File: src/rtl/usb_irq_pkg.sv
`timescale 1ns/1ps
package usb_irq_pkg;
  localparam int unsigned BUS_AW  = 8;
  localparam int unsigned BUS_DW  = 32;
  localparam int unsigned MAIN_W  = 18;
  localparam int unsigned EP_W    = 21;
  localparam int unsigned SUM_POS = 16;

  localparam logic [BUS_AW-1:0] OFF_MAIN_EN  = 8'h08;
  localparam logic [BUS_AW-1:0] OFF_MAIN_STS = 8'h0C;
  localparam logic [BUS_AW-1:0] OFF_EP_EN    = 8'h10;
  localparam logic [BUS_AW-1:0] OFF_EP_STS   = 8'h18;

  typedef enum logic [2:0] {
    SEL_NONE,
    SEL_MAIN_EN,
    SEL_MAIN_STS,
    SEL_EP_EN,
    SEL_EP_STS
  } regSel_e;

  // Strobes from the decoder to the register datapath
  typedef struct packed {
    logic    wrMainEn;
    logic    clrMainSts;
    logic    wrEpEn;
    logic    clrEpSts;
    regSel_e rdSel;
  } busStrobe_t;
endpackage

File: src/rtl/usb_irq_ctrl.sv
`timescale 1ns/1ps
module usb_irq_ctrl
  import usb_irq_pkg::*;
#(
  parameter int unsigned AW = BUS_AW,
  parameter int unsigned PW = MAIN_W
) (
  input  logic          clk,
  input  logic          rstN,
  input  logic [AW-1:0] busAddr,
  input  logic          busWe,
  input  logic [PW-1:0] pendVec,
  output busStrobe_t    strobe,
  output logic          irqOut
);
  regSel_e sel;

  always_comb begin
    case (busAddr)
      OFF_MAIN_EN:  sel = SEL_MAIN_EN;
      OFF_MAIN_STS: sel = SEL_MAIN_STS;
      OFF_EP_EN:    sel = SEL_EP_EN;
      OFF_EP_STS:   sel = SEL_EP_STS;
      default:      sel = SEL_NONE;
    endcase
  end

  always_comb begin
    strobe.rdSel      = sel;
    strobe.wrMainEn   = busWe && (sel == SEL_MAIN_EN);
    strobe.clrMainSts = busWe && (sel == SEL_MAIN_STS);
    strobe.wrEpEn     = busWe && (sel == SEL_EP_EN);
    strobe.clrEpSts   = busWe && (sel == SEL_EP_STS);
  end

  // One register stage between the pending bits and the interrupt pin
  always_ff @(posedge clk or negedge rstN) begin
    if (!rstN) irqOut <= 1'b0;
    else       irqOut <= |pendVec;
  end
endmodule

File: src/rtl/usb_irq_datapath.sv
`timescale 1ns/1ps
module usb_irq_datapath
  import usb_irq_pkg::*;
#(
  parameter int unsigned DW = BUS_DW,
  parameter int unsigned MW = MAIN_W,
  parameter int unsigned EW = EP_W,
  parameter int unsigned SP = SUM_POS
) (
  input  logic          clk,
  input  logic          rstN,
  input  busStrobe_t    strobe,
  input  logic [DW-1:0] busWdata,
  input  logic [MW-1:0] mainEvt,
  input  logic [EW-1:0] epAckEvt,
  output logic [DW-1:0] busRdata,
  output logic [MW-1:0] pendVec
);
  localparam logic [MW-1:0] STICKY_MASK = ~(MW'(1) << SP);

  logic [MW-1:0] mainStsQ, mainEnQ, mainVis, mainClr;
  logic [EW-1:0] epStsQ, epEnQ, epClr;
  logic          epSum;
  logic          unusedWdataHigh;

  assign unusedWdataHigh = ^busWdata[DW-1:EW];

  assign mainClr = strobe.clrMainSts ? busWdata[MW-1:0] : '0;
  assign epClr   = strobe.clrEpSts   ? busWdata[EW-1:0] : '0;

  assign epSum   = |(epStsQ & epEnQ);
  assign mainVis = (mainStsQ & STICKY_MASK) | (MW'(epSum) << SP);
  assign pendVec = mainVis & mainEnQ;

  always_ff @(posedge clk or negedge rstN) begin
    if (!rstN) begin
      mainStsQ <= '0;
      mainEnQ  <= '0;
      epStsQ   <= '0;
      epEnQ    <= '0;
    end else begin
      // Clear first, then OR in new events: an event is never lost
      mainStsQ <= ((mainStsQ & ~mainClr) | mainEvt) & STICKY_MASK;
      epStsQ   <= (epStsQ & ~epClr) | epAckEvt;
      if (strobe.wrMainEn) mainEnQ <= busWdata[MW-1:0];
      if (strobe.wrEpEn)   epEnQ   <= busWdata[EW-1:0];
    end
  end

  always_comb begin
    case (strobe.rdSel)
      SEL_MAIN_EN:  busRdata = DW'(mainEnQ);
      SEL_MAIN_STS: busRdata = DW'(mainVis);
      SEL_EP_EN:    busRdata = DW'(epEnQ);
      SEL_EP_STS:   busRdata = DW'(epStsQ);
      default:      busRdata = '0;
    endcase
  end
endmodule

File: src/rtl/usb_irq_aggregator.sv
`timescale 1ns/1ps
module usb_irq_aggregator
  import usb_irq_pkg::*;
#(
  parameter int unsigned AW = BUS_AW,
  parameter int unsigned DW = BUS_DW,
  parameter int unsigned MW = MAIN_W,
  parameter int unsigned EW = EP_W
) (
  input  logic          clk,
  input  logic          rstN,
  input  logic [AW-1:0] busAddr,
  input  logic          busWe,
  input  logic [DW-1:0] busWdata,
  output logic [DW-1:0] busRdata,
  input  logic [MW-1:0] mainEvt,
  input  logic [EW-1:0] epAckEvt,
  output logic          irqOut
);
  busStrobe_t    strobe;
  logic [MW-1:0] pendVec;

  usb_irq_ctrl #(.AW(AW), .PW(MW)) i_ctrl (
    .clk     (clk),
    .rstN    (rstN),
    .busAddr (busAddr),
    .busWe   (busWe),
    .pendVec (pendVec),
    .strobe  (strobe),
    .irqOut  (irqOut)
  );

  usb_irq_datapath #(.DW(DW), .MW(MW), .EW(EW), .SP(SUM_POS)) i_dp (
    .clk      (clk),
    .rstN     (rstN),
    .strobe   (strobe),
    .busWdata (busWdata),
    .mainEvt  (mainEvt),
    .epAckEvt (epAckEvt),
    .busRdata (busRdata),
    .pendVec  (pendVec)
  );
endmodule

File: config.mk
export PLATFORM = sky130hd
export DESIGN_NAME = usb_irq_aggregator
export DESIGN_NICKNAME = d
export VERILOG_FILES = /design/src/rtl/usb_irq_pkg.sv /design/src/rtl/usb_irq_ctrl.sv /design/src/rtl/usb_irq_datapath.sv /design/src/rtl/usb_irq_aggregator.sv
export SDC_FILE = /design/constraint.sdc
export NUM_CORES = 1
export LEC_CHECK = 0
export BUFFER_PORTS_ARGS = -buffer_cell sky130_fd_sc_hd__buf_2
export CORE_ASPECT_RATIO = 0.7
export CORE_UTILIZATION = 55
export DETAILED_ROUTE_END_ITERATION = 10
export GPL_TIMING_DRIVEN = 1
export PLACE_DENSITY = 0.94
export SLEW_MARGIN = 20
export SYNTH_ARGS = -nofsm -noshare
export SYNTH_HDL_FRONTEND = slang
export SYNTH_SLANG_ARGS = --single-unit
File: constraint.sdc
create_clock -name clk -period 2.2 [get_ports clk]
set_input_delay 0.22 -clock clk [delete_from_list [all_inputs] [get_ports clk]]
set_output_delay 0.22 -clock clk [all_outputs]
set_load 0.01 [all_outputs]
======== Word-level counts from Yosys, hierarchy flattened ========
Cells that the tools add are included.
Widths: inputs -> output; s select.
storage, ports and cells
  output and inout bits ................... 33
  flip-flop bits (word level) ............. 78
  bits of input ports ..................... 82
operators by class
  bitwise logic cells ..................... 9
  mux-type cells .......................... 4
  eq/ne operators ......................... 8
  reductions and logical operators ........ 6
operators by type and width
  operator            number
  $pmux 21 s4         1
  $and 21x21->21      2
  $and 18x18->18      2
  $mux 21             1
  $not 21->21         1
  $or 21x21->21       1
  $reduce_or 21->1    1
  $mux 18             1
  $not 18->18         1
  $or 18x17->18       1
  $or 18x18->18       1
  $reduce_or 18->1    1
  $eq 8x4->1 const B  2
  $eq 8x5->1 const B  2
  $pmux 3 s4          1
  $eq 3x2->1 const B  2
  $logic_and 1x1->1   4
  $eq 3x1->1 const B  1
  $eq 3x3->1 const B  1

======== Longest topological paths before layout ========
  depth after elaboration ................. 8
  gate-level depth with buffers ........... 7
  gate-level depth less buffers ........... 4

======== Modules after synthesis ========
Synthesis repeated with hierarchy kept, for this count alone.
unflattened totals
  cell total of the unflattened synthesis .. 339
  area total of the unflattened synthesis .. 3772.4 um^2
modules (own cells, without submodules)
  module            instances  seq. area each (um^2)  area an instance (um^2)  cells each
  usb_irq_datapath  1          1926.8                 3614.7                   315
  usb_irq_ctrl      1          25.0                   157.7                    24

======== Worst setup path after synthesis ========
No wires, ideal clock.
  path kind ............................... input port to output port
  start point ............................. input port busAddr[0]
  end point ............................... output port busRdata[10]
  arrival ................................. 1.278 ns
  setup slack ............................. 0.702 ns
  path buffers ............................ 2
  cell stages on the path ................. 5
  cells stage by stage .................... and4bb_2 buf_4 clkbuf_1 a22oi_1 o21ai_0
on the way
  cells in the longest elaborated chain, start to end .. 4
  elaborated cells on any way between the ends .. 10
  classes of those cells .................. eq/ne: 8; mux: 2
ends and longest elaborated chain
  item                                      RTL line                  source
  from (decl)                               usb_irq_aggregator.sv:12  input logic [AW-1:0] busAddr,
  $eq 8x5->1 or $eq 8x4->1 (tied branches)  usb_irq_ctrl.sv:19        case (busAddr)
  $pmux 3 s4 *                              usb_irq_ctrl.sv:19
  $eq 3x3->1 (tied with other cells)        usb_irq_datapath.sv:51    case (strobe.rdSel)
  $pmux 21 s4 *                             usb_irq_datapath.sv:51
  to (decl)                                 usb_irq_aggregator.sv:15  output logic [DW-1:0] busRdata,
Mark *: on every way between the ends. The rest lies on a longest branch, timed or not.

======== Worst setup path in the final report ========
  start point ............................. register i_dp.epStsQ[17]
  end point ............................... output port busRdata[16]
on the way
  cells in the longest elaborated chain, start to end .. 4
ends and longest elaborated chain
  item                    RTL line                source
  from (decl)             usb_irq_datapath.sv:22  logic [EW-1:0] epStsQ, epEnQ, epClr;
  from (signal assigned)  usb_irq_datapath.sv:44  epStsQ <= (epStsQ & ~epClr) | epAckEvt;
  $and 21x21->21          usb_irq_datapath.sv:31  assign epSum = |(epStsQ & epEnQ);
  $reduce_or 21->1        usb_irq_datapath.sv:31
  $or 18x17->18           usb_irq_datapath.sv:32  assign mainVis = (mainStsQ & STICKY_MASK) | (MW'(epSum) << SP);
  $pmux 21 s4             usb_irq_datapath.sv:51
Every way passes these cells.

==> run_results.csv <==
group,metric,value,unit
timing,fin_skew,3.37,ps
final_layout,antennaDiodeCount,0,
drt,first_iter_violations,279,
power_and_ir_drop,pwr_density_cell,659,mW/mm^2
global_routing,grt_pass1_vias,3084,
timing,post-route-min-period,2100,ps
final_layout,fill_cells,478,
drt,avgRoutedWirePerCell,18.8,um
final_layout,final_cell_mix,"buf_2 (91), dfrtp_1 (78), a22oi_1 (50)",
clock_tree,clock_path_buffers,2,
critical_path,cp.required,1980,ps
logic_synthesis,synth.distinct_cells,32,
flow_run,maxCapViolations,0,
clock_tree,cts_tree,"built",
drt,ant_nets,0,
logic_synthesis,yosysTopAreaCell,"dfrtp_1",
final_layout,area_growth,19.8,%
drt,vias,3136,
status,outcome,"finished, final reports clean",
logic_synthesis,ys_warn_count,0,
drt,wirelength,9700,um
clock_tree,root_buffer,"clkbuf_8",
clock_tree,clk_pin_slew,80,ps
logic_synthesis,avgSynthCellArea,11.6,sq um
final_layout,finalNonFillerCells,516,
placement,dpl.cell_count,498,
drt,viasPerCell,6.08,
floorplan,pin_count,115,
timing,timing.final.max_slew_violations,0,
global_routing,grt_max_degree,79,
floorplan,die_w,101,um
drt,wl_met2,4330,um
floorplan,dieArea,0.00716,sq mm
floorplan,rows,24,
critical_path,path_max_fanout,3,
timing,period_share,95.6,%
timing,tns,0,ps
timing,hold_viol,0,
placement,place_congestion,0.796,
floorplan,initial_utilization,58.6,%
drt,dr.max_layer_used,"met4",
logic_synthesis,seq_area_frac_synth,52.0,%
timing,max_slew_margin,53.2,%
global_routing,grtUsageTotal,28.9,%
floorplan,die_h,71.1,um
clock_tree,cts_htree_levels,3,
logic_synthesis,synth_area_leaders,"dfrtp_1 (52%), mux2_2 (12%), a22oi_1 (10%)",
global_routing,grt_pass1_wl,15500,um
placement,pre_cts_slack,280,ps
timing,finalSetupViolCount,0,
power_and_ir_drop,peakVddDrop,386,uV
global_routing,antenna_found_initial,0,
drt,wl_met1,4200,um
hold_path,hold_path_class,"primary input to register",
critical_path,end_kind,"output pin",
critical_path,cp.arrival,1880,ps
drt,drc,0,
power_and_ir_drop,power_leakage,1.94,nW
placement,dp_hpwl,6780,um
timing,max_freq,475,MHz
final_layout,fin_nets,502,
final_layout,drive_above_1_share,38.8,%
logic_synthesis,yosysTopAreaCellShare,52.0,%
clock_tree,insertion_delay,340,ps
floorplan,fp.coreArea,0.00640,sq mm
drt,wl_met3,861,um
logic_synthesis,synthCells,323,
clock_tree,cts_buffers,9,
critical_path,worst-setup-path-type,"register to output pin",
timing,tightest_slew,702,ps
drt,drtPass1Iterations,6,
clock_tree,clock_sinks,78,
logic_synthesis,mappedNetlistArea,0.00375,sq mm
critical_path,critPathLaunchType,"register",
logic_synthesis,synth_seq_cells,78,
timing,finalWorstSetupSlack,96.5,ps
global_routing,overflow,0,
final_layout,layout_commonest_cell,"buf_2",
timing,rsz0062_at_grt,"false",
placement,port_buffers,91,
## kinds of logic after synthesis
| logic type | count (synthesis) | synth area share [%] |
|---|---|---|
| other | 1 | 0.100 |
| AOI/OAI and AO/OA | 113 | 21.6 |
| buffers and inverters | 28 | 5.30 |
| DFF | 78 | 52.0 |
| and+or+nand+nor | 63 | 8.94 |
| muxes | 40 | 12.0 |
## final cells by class
class,count,area (sq um),area share (%)
Sequential cell,78,1950,43.4
Multi-Input combinational cell,227,1640,36.6
Timing Repair Buffer,103,561,12.5
Clock buffer,14,183,4.07
Tap cell,91,114,2.53
Clock inverter,2,37.5,0.835
Inverter,1,3.75,0.0835
## critical path, cell delays in order (launching register included)
cell and delay (ps):
dfrtp_1 420, a222oi_1 510, nand3_1 170, nor3_2 160
o22ai_1 120, buf_2 150
## timing repair
item / in CTS / in global routing
endpoints found under the setup margin: 1 / 1
buffers inserted: 0 / 1
hold buffers: 1 / 0
cloned: 0 / 0
resized for setup: 1 / 0
pin swaps: 1 / 2
hold endpoints to repair: 78 / 0
## final timing paths
| kind | startpoint | to | slack, ps | cells past startpoint |
|---|---|---|---|---|
| min in group asynchronous | rstN | i_dp.epEnQ[18] | 440 | 3 |
| max in group asynchronous | rstN | i_dp.epStsQ[1] | 1420 | 3 |
| worst max register to register | i_dp.epStsQ[17] | i_ctrl.irqOut | 580 | 5 |
| worst min register to register | i_dp.mainStsQ[15] | i_dp.mainStsQ[15] | 510 | 1 |
| worst min-delay path | epAckEvt[15] | i_dp.epStsQ[15] | 40 | 2 |
| worst max-delay path | i_dp.epStsQ[17] | busRdata[16] | 100 | 5 |
## report_power, final
part	switching, mW	internal (mW)	leakage [nW]	total (mW)
logic	0.163	0.135	0.948	0.297
registers	0.0315	1.47	0.882	1.51
clock network	0.509	0.649	0.109	1.16
total	0.703	2.26	1.94	2.96
## per-stage QoR
stage / instance area (sq um) / utilization [%] / total power [mW] / hold slack (ps)
3_5_place_dp: 4250 / 66.5 / 1.81 / 293
2_1_floorplan: 3790 / - / 1.66 / -75.6
4_1_cts: 4490 / 70.1 / 2.95 / 37.5
6_report: 4490 / 70.2 / 2.96 / 43.9
3_3_place_gp: 4250 / 66.5 / 1.80 / 286
5_1_grt: 4490 / 70.2 / 3.07 / 40.1
## sequential cells by signal, summed over array words and instances (netlist names)
signal and count:
i_dp.epStsQ 21, i_dp.mainStsQ 17, i_dp.mainEnQ 18, i_ctrl.irqOut 1
i_dp.epEnQ 21
## routing by layer
layer,vias up,global-route usage (%)
li1,1376,-
met1,1534,39.5
met2,189,44.0
met3,37,8.10
met4,0,11.4
met5,-,0
## Yosys cell counts
cell / n
a21o_1: 38
a21oi_1: 1
a222oi_1: 2
a22o_1: 3
a22oi_1: 50
and2_1: 1
and3_1: 1
and3_2: 1
and4b_1: 1
and4bb_2: 1
buf_2: 3
buf_4: 16
buf_6: 4
clkbuf_1: 4
conb_1: 1
dfrtp_1: 78
inv_1: 1
mux2_2: 40
nand2_1: 42
nand2b_1: 1
nand3_1: 3
nand3_2: 1
nand4_1: 2
nor2_1: 2
nor3_1: 2
nor3_2: 2
nor4_4: 1
nor4b_1: 1
nor4b_4: 1
o211ai_1: 1
o21ai_0: 17
o22ai_1: 1
(Power assumes the default switching activity.)
